$ cat src/rtl/sup_pkg.sv
package sup_pkg;

    typedef enum logic [1:0] {
        ST_BKUP = 2'd0,
        ST_PROT = 2'd1,
        ST_HOLD = 2'd2,
        ST_RUN  = 2'd3
    } sup_state_e;

    typedef struct packed {
        logic sw;
        logic lo;
        logic hi;
    } sup_lvl_t;

    // Levels are ordered hi > lo > sw; any other pattern is impossible.
    function automatic logic lvl_consistent(sup_lvl_t l);
        return !(l.hi && !l.lo) && !(l.lo && !l.sw);
    endfunction

    function automatic sup_state_e next_state(sup_state_e cur, sup_lvl_t l,
                                              logic ok, logic hold_done);
        sup_state_e nxt;
        nxt = cur;
        if (!ok) begin
            nxt = ST_PROT;
        end else if (!l.sw) begin
            nxt = ST_BKUP;
        end else begin
            unique case (cur)
                ST_BKUP: nxt = ST_PROT;
                ST_PROT: nxt = l.hi ? ST_HOLD : ST_PROT;
                ST_HOLD: nxt = !l.hi ? ST_PROT : (hold_done ? ST_RUN : ST_HOLD);
                ST_RUN:  nxt = !l.lo ? ST_PROT : ST_RUN;
                default: nxt = ST_PROT;
            endcase
        end
        return nxt;
    endfunction

endpackage

$ cat src/rtl/sup_level_check.sv
module sup_level_check
    import sup_pkg::*;
(
    input  logic     clk,
    input  logic     rst,
    input  sup_lvl_t lvl,
    output logic     ok,
    output logic     err_q
);
    assign ok = lvl_consistent(lvl);

    always_ff @(posedge clk) begin
        if (rst) begin
            err_q <= 1'b0;
        end else begin
            err_q <= !ok;
        end
    end
endmodule

$ cat src/rtl/sup_hold_timer.sv
module sup_hold_timer #(
    parameter int HOLD_TICKS = 16
) (
    input  logic clk,
    input  logic rst,
    input  logic run,
    input  logic tick,
    output logic done
);
    localparam int CW = (HOLD_TICKS > 1) ? $clog2(HOLD_TICKS) : 1;
    localparam logic [CW-1:0] LAST = CW'(HOLD_TICKS - 1);

    logic [CW-1:0] cnt_q;

    assign done = run && tick && (cnt_q == LAST);

    always_ff @(posedge clk) begin
        if (rst || !run) begin
            cnt_q <= '0;
        end else if (tick && cnt_q != LAST) begin
            cnt_q <= cnt_q + 1'b1;
        end
    end
endmodule

$ cat src/rtl/sup_seal_latch.sv
module sup_seal_latch (
    input  logic clk,
    input  logic rst,
    input  logic first_power,
    output logic open_q
);
    always_ff @(posedge clk) begin
        if (rst) begin
            open_q <= 1'b0;
        end else if (first_power) begin
            open_q <= 1'b1;
        end
    end
endmodule

$ cat src/rtl/supply_supervisor.sv
module supply_supervisor
    import sup_pkg::*;
#(
    parameter int HOLD_TICKS = 16
) (
    input  logic clk,
    input  logic rst,
    input  logic tick,
    input  logic above_hi,
    input  logic above_lo,
    input  logic above_sw,
    output logic protect_o,
    output logic rst_pull_n,
    output logic bkup_sel_o,
    output logic cell_en_o,
    output logic cmp_err_o
);
    sup_lvl_t   lvl;
    sup_state_e state_q;
    sup_state_e state_d;
    logic       lvl_ok;
    logic       hold_done;
    logic       seal_open;

    assign lvl = '{sw: above_sw, lo: above_lo, hi: above_hi};

    sup_level_check u_check (
        .clk   (clk),
        .rst   (rst),
        .lvl   (lvl),
        .ok    (lvl_ok),
        .err_q (cmp_err_o)
    );

    sup_hold_timer #(.HOLD_TICKS(HOLD_TICKS)) u_timer (
        .clk  (clk),
        .rst  (rst),
        .run  (state_q == ST_HOLD),
        .tick (tick),
        .done (hold_done)
    );

    sup_seal_latch u_seal (
        .clk         (clk),
        .rst         (rst),
        .first_power (lvl_ok && above_lo),
        .open_q      (seal_open)
    );

    assign state_d = next_state(state_q, lvl, lvl_ok, hold_done);

    always_ff @(posedge clk) begin
        if (rst) begin
            state_q <= ST_PROT;
        end else begin
            state_q <= state_d;
        end
    end

    assign protect_o  = (state_q != ST_RUN);
    assign rst_pull_n = (state_q == ST_RUN);
    assign bkup_sel_o = (state_q == ST_BKUP) && seal_open;
    assign cell_en_o  = seal_open;
endmodule

$ cat config.mk
export PLATFORM = sky130hd
export DESIGN_NAME = supply_supervisor
export DESIGN_NICKNAME = d
export VERILOG_FILES = /design/src/rtl/sup_pkg.sv /design/src/rtl/sup_level_check.sv /design/src/rtl/sup_hold_timer.sv /design/src/rtl/sup_seal_latch.sv /design/src/rtl/supply_supervisor.sv
export SDC_FILE = /design/constraint.sdc
export NUM_CORES = 1
export LEC_CHECK = 0
export BUFFER_PORTS_ARGS = -buffer_cell sky130_fd_sc_hd__buf_4
export CORE_AREA = 5 5 42 44
export DETAILED_ROUTE_END_ITERATION = 8
export DIE_AREA = 0 0 47 49
export GPL_TIMING_DRIVEN = 0
export PLACE_DENSITY = 0.46
export SYNTH_ARGS = -nofsm -noshare
export SYNTH_HDL_FRONTEND = slang
export SYNTH_SLANG_ARGS = --single-unit
$ cat constraint.sdc
create_clock -name clk -period 2.2 [get_ports clk]
set_clock_uncertainty 0.15 [all_clocks]
set_input_delay 0.44 -clock clk [delete_from_list [all_inputs] [get_ports clk]]
set_output_delay 0.44 -clock clk [all_outputs]
set_load 0.01 [all_outputs]
# ---- Word-level counts from Yosys, hierarchy flattened
# Cells that the tools add are included.
dict set report totals {
  in_bits 6
  wordCells 38
  register_bits 8
}
dict set report classes {
  add_sub_neg 1
  bitwise 2
  mux 6
  n_reduce_logical 18
  n_eq_ne 6
}
# operator n
set op_table {}
lappend op_table {{1-bit logical AND} 8}
lappend op_table {{2-bit one-hot mux with 4 select lines} 1}
lappend op_table {{1-bit logical NOT} 6}
lappend op_table {{2-bit two-way mux} 3}
lappend op_table {{4-bit by 1-bit adder with 4-bit output, second input constant} 1}
lappend op_table {{2-bit == test, second input constant} 2}
lappend op_table {{4-bit == test, second input constant} 1}
lappend op_table {{4-bit != test, second input constant} 1}
lappend op_table {{3-bit OR reduction} 1}
lappend op_table {{2-bit by 1-bit == test with 1-bit output, second input constant} 1}
lappend op_table {{2-bit logical NOT} 1}
lappend op_table {{1-bit two-way mux} 2}
lappend op_table {{2-bit != test, second input constant} 1}
lappend op_table {{1-bit NOT} 2}
lappend op_table {{2-bit OR reduction} 1}
lappend op_table {{1-bit logical OR} 1}

# ---- Logic depth before layout (Yosys ltp)
dict set report depth {
  depth_word 7
  ltp_mapped 4
  mapped_depth_nobuf 4
}

# ---- Hierarchy
# Synthesis repeated with hierarchy kept, for this count alone.
dict set report unflattened {
  cells_unflattened 47
  area_unflattened_um2 407.9
}
# module cells_per_inst area_per_inst_um2 n_inst seq_area_each_um2
set modules_own_cells {}
lappend modules_own_cells {sup_hold_timer 24 196.4 1 80.1}
lappend modules_own_cells {supply_supervisor 16 136.4 1 40.0}
lappend modules_own_cells {sup_level_check 5 45.0 1 20.0}
lappend modules_own_cells {sup_seal_latch 2 30.0 1 20.0}

# ---- Worst setup path before layout
# OpenSTA, ideal clock, no wires.
dict set report synth_path {
  kind {register -> register}
  from {reg u_timer.cnt_q[0]}
  to {reg u_timer.cnt_q[0]}
  setup_time_ns 0.070
  t_arrival_ns 1.141
  stages_incl_launch_ff 5
  path_slack_ns 0.839
  required_ns 1.980
  path_buffers 0
  cell_sequence {dfxtp_1 > ha_1 > and3_1 > or3_1 > a21oi_1}
}
dict set report synth_via {
  elab_chain_cells 2
  elab_cells_between_ends 3
  cone_classes {add/sub (1); eq/ne (1); reduce/logical (1)}
}
# element line_no
set synth_rtl {}
lappend synth_rtl {{start, declared} sup_hold_timer.sv:13} ;# logic [CW-1:0] cnt_q;
lappend synth_rtl {{start signal, assigned} sup_hold_timer.sv:21} ;# cnt_q <= cnt_q + 1'b1;
lappend synth_rtl {{parallel branches: the longest is 2 deep, another holds 4-bit by 1-bit adder with 4-bit output} -}
# Parallel ways; which one is timed is not known.
# A chain may end at the register's enable or synchronous reset.

# ---- Final worst setup path
dict set report layout_path {
  from {reg state_q[1]}
  to {out bkup_sel_o}
}
dict set report layout_via {
  elab_chain_cells 2
}
# element line_no
set layout_rtl {}
lappend layout_rtl {{start, declared} supply_supervisor.sv:19} ;# sup_state_e state_q;
lappend layout_rtl {{start signal, assigned} supply_supervisor.sv:56} ;# state_q <= state_d;
lappend layout_rtl {{2-bit logical NOT} supply_supervisor.sv:62} ;# assign bkup_sel_o = (state_q == ST_BKUP) && seal_open;
lappend layout_rtl {{1-bit logical AND} supply_supervisor.sv:62}
lappend layout_rtl {{end, declared} supply_supervisor.sv:14} ;# output logic bkup_sel_o,
# Every way passes these cells.

==> results_dict.tcl <==
set metrics [dict create \
    synth_top_area_frac 0.446 \
    cts-hold-fix-buffers 0 \
    crit_path_start "state_q[1]" \
    ios 11 \
    max-cap-violations 0 \
    clk_pin_slew_worst_paths_ns 0.05 \
    synth_compound_area_frac 0.199 \
    yosysTopAreaCell "dfxtp_1" \
    holdPathStages 2 \
    syn-cell-area_um2 359 \
    worst_setup_path_end_kind "output pin" \
    critPathKind "reg2out" \
    max_freq_ghz 0.640 \
    synth.mux.area_fraction 0 \
    antenna_left 0 \
    grt_usage 0.0783 \
    hp-start "rst" \
    vdd_drop_max_uv 202 \
    synth_async_sr_flop_share 0 \
    tritoncts "built" \
    synth_area_leaders "dfxtp_1 (45%), a211oi_1 (6.3%), a21oi_1 (5.6%)" \
    start_util 0.256 \
    maxSlewHeadroom 0.849 \
    synthTopCellsByCount "dfxtp_1 (8), nand2_1 (5), nor2_1 (5)" \
    yosys.cell_types.count 16 \
    synthAdderAreaFrac 0.0348 \
    fp-row-count 14 \
    status "finished clean" \
    cts_resized 0 \
    place.gp.congestion 0.769 \
    antenna_found_initial 0 \
    yosys_warnings 0 \
    crit_required_ns 1.61 \
    drc_errors 0 \
    drt_iter0_drc 0 \
    syn_area_per_cell_um2 8.16 \
    dp_hpwl_um 593 \
    synthFlopType "dfxtp_1" \
    fin_ws_ns 0.638 \
    cts_buffer_depth 2 \
    met2_usage 0.102 \
    pre_cts_slack_ns 0.749 \
    cellPowerDensity_nw_per_um2 606 \
    rsz0062_at_grt "no" \
    cts_max_level 1 \
    synth_most_common_cell "dfxtp_1" \
    synth_xor_area_frac 0.0244 \
    die_x_um 47 \
    crit_path_start_kind "flip-flop" \
    r2r_start "u_timer.cnt_q[0]" \
    syn-instance-count 44 \
    met3_usage 0.0406 \
    grt_pass1_vias 311 \
    wire_per_inst_um 10.2 \
    p_leak_nw 0.199 \
    synth_edf_count 0 \
    grt_pass1_wl_um 1240 \
    insertion_delay_ns 0.25 \
    slew_violations 0 \
    top_usage_layer "met2" \
    r2r_cells 4 \
    routed_via_density 4.90 \
    port_buffers 10 \
    cts_setup_buffers 0 \
    die_h_um 49 \
    core_area_um2 1400 \
    die_area_um2 2300 \
    cts_num_sinks 8 \
    cts_root_buffer "clkbuf_4" \
    met1_usage 0.0883 \
    vias 358 \
    nNetsFinal 66 \
    grt_overflow_total 0 \
    ys_seq_area_frac 0.446 \
    syn2layout_area_growth_pct 32.8 \
    synth_nets 51 \
    tns_ns 0 \
    hold_violations 0 \
    worstReg2RegEnd "u_timer.cnt_q[0]" \
    fillers 167 \
    worstPathMaxFanout 6 \
    holdPathEnd "u_check.err_q" \
    drive_gt1_frac 0.228 \
    setup_viol 0 \
    synth_seq_cells 8 \
    worst_slew_pin_slew_ns 0.226 \
    dr.pass1.iters 1 \
    r2r_slack_ns 0.76 \
    period_share 0.710 \
    wl_um 744 \
    cp.arrival_ns 0.97 \
    numCtsBuffers 3 \
    diodes 0 \
    grt_max_degree 7 \
    synth_top_family_by_area "simple AND/OR/NAND/NOR gates" \
    yosys.area_share.simple 0.265 \
    period_minus_slack_ns 1.56 \
    min_path_type "in2reg" \
]
## area by class of cell
| class | count | area (um2) | area share |
|---|---|---|---|
| multi-input cells | 33 | 188 | 0.394 |
| flip-flops and latches | 8 | 160 | 0.336 |
| well taps | 16 | 20.0 | 0.0420 |
| inverters | 3 | 11.3 | 0.0236 |
| repair buffers | 10 | 75.1 | 0.157 |
| clock buffers | 3 | 22.5 | 0.0472 |
## cell families after synthesis
logic type      count (synthesis)
simple gates                   19
compound gates                 12
flops                           8
buf+inv                         3
xor+xnor                        1
fa+ha+maj                       1
## sequential cells by signal, indices dropped and copies added (netlist names)
signal,count
u_timer.cnt_q,4
u_seal.open_q,1
state_q,2
u_check.err_q,1
## worst max-delay path, cell delays in order, from the launching register on
cell and delay [ns]:
dfxtp_1 0.37, nor3b_1 0.21, buf_4 0.15
## routing by layer
layer  vias to the layer above  wire [um]
li1                        186          -
met1                       162        364
met2                         8        326
met3                         2         46
met4                         0          8
met5                         -          0
## how the worst max path moves through the flow
stage	endpoint	depth (start not counted)
global placement	state_q[0]	3
detailed placement	u_timer.cnt_q[0]	4
global route	bkup_sel_o	2
CTS	bkup_sel_o	2
floorplan	u_timer.cnt_q[0]	4
finish	bkup_sel_o	2
## placed cells by master (no fill, tap or decap), drive strengths merged
| master | synthesis | routed |
|---|---|---|
| nand2 | 5 | 5 |
| a211oi | 3 | 3 |
| or3 | 2 | 2 |
| inv | 3 | 3 |
| and3 | 1 | 1 |
| nor2 | 5 | 5 |
| nand3b | 1 | 1 |
| dfxtp | 8 | 8 |
| o21ai | 4 | 4 |
| nor3b | 1 | 1 |
| ha | 1 | 1 |
| a211o | 1 | 1 |
| nor3 | 1 | 1 |
| buf | 0 | 10 |
| a21oi | 4 | 4 |
| clkbuf | 0 | 3 |
| nand4 | 3 | 3 |
| xor2 | 1 | 1 |
## where the power goes
group          leakage, nW  switching (mW)  total [mW]  internal [mW]
Sequential          0.0652         0.00363       0.153          0.149
Combinational        0.120          0.0131      0.0284         0.0153
Clock               0.0138          0.0457       0.108         0.0621
## stage by stage
| step | hold slack [ns] | cell area (um2) | std cells | total power [mW] | util |
|---|---|---|---|---|---|
| 2_1_floorplan | 0.321 | 359 | 44 | 0.166 | - |
| 3_3_place_gp | 0.340 | 454 | 70 | 0.185 | 0.324 |
| 3_5_place_dp | 0.340 | 454 | 70 | 0.184 | 0.324 |
| 4_1_cts | 0.227 | 477 | 73 | 0.298 | 0.340 |
| 5_1_grt | 0.230 | 477 | 73 | 0.308 | 0.340 |
| 6_report | 0.240 | 477 | 73 | 0.289 | 0.340 |
Power figures use the tool's default switching activity.
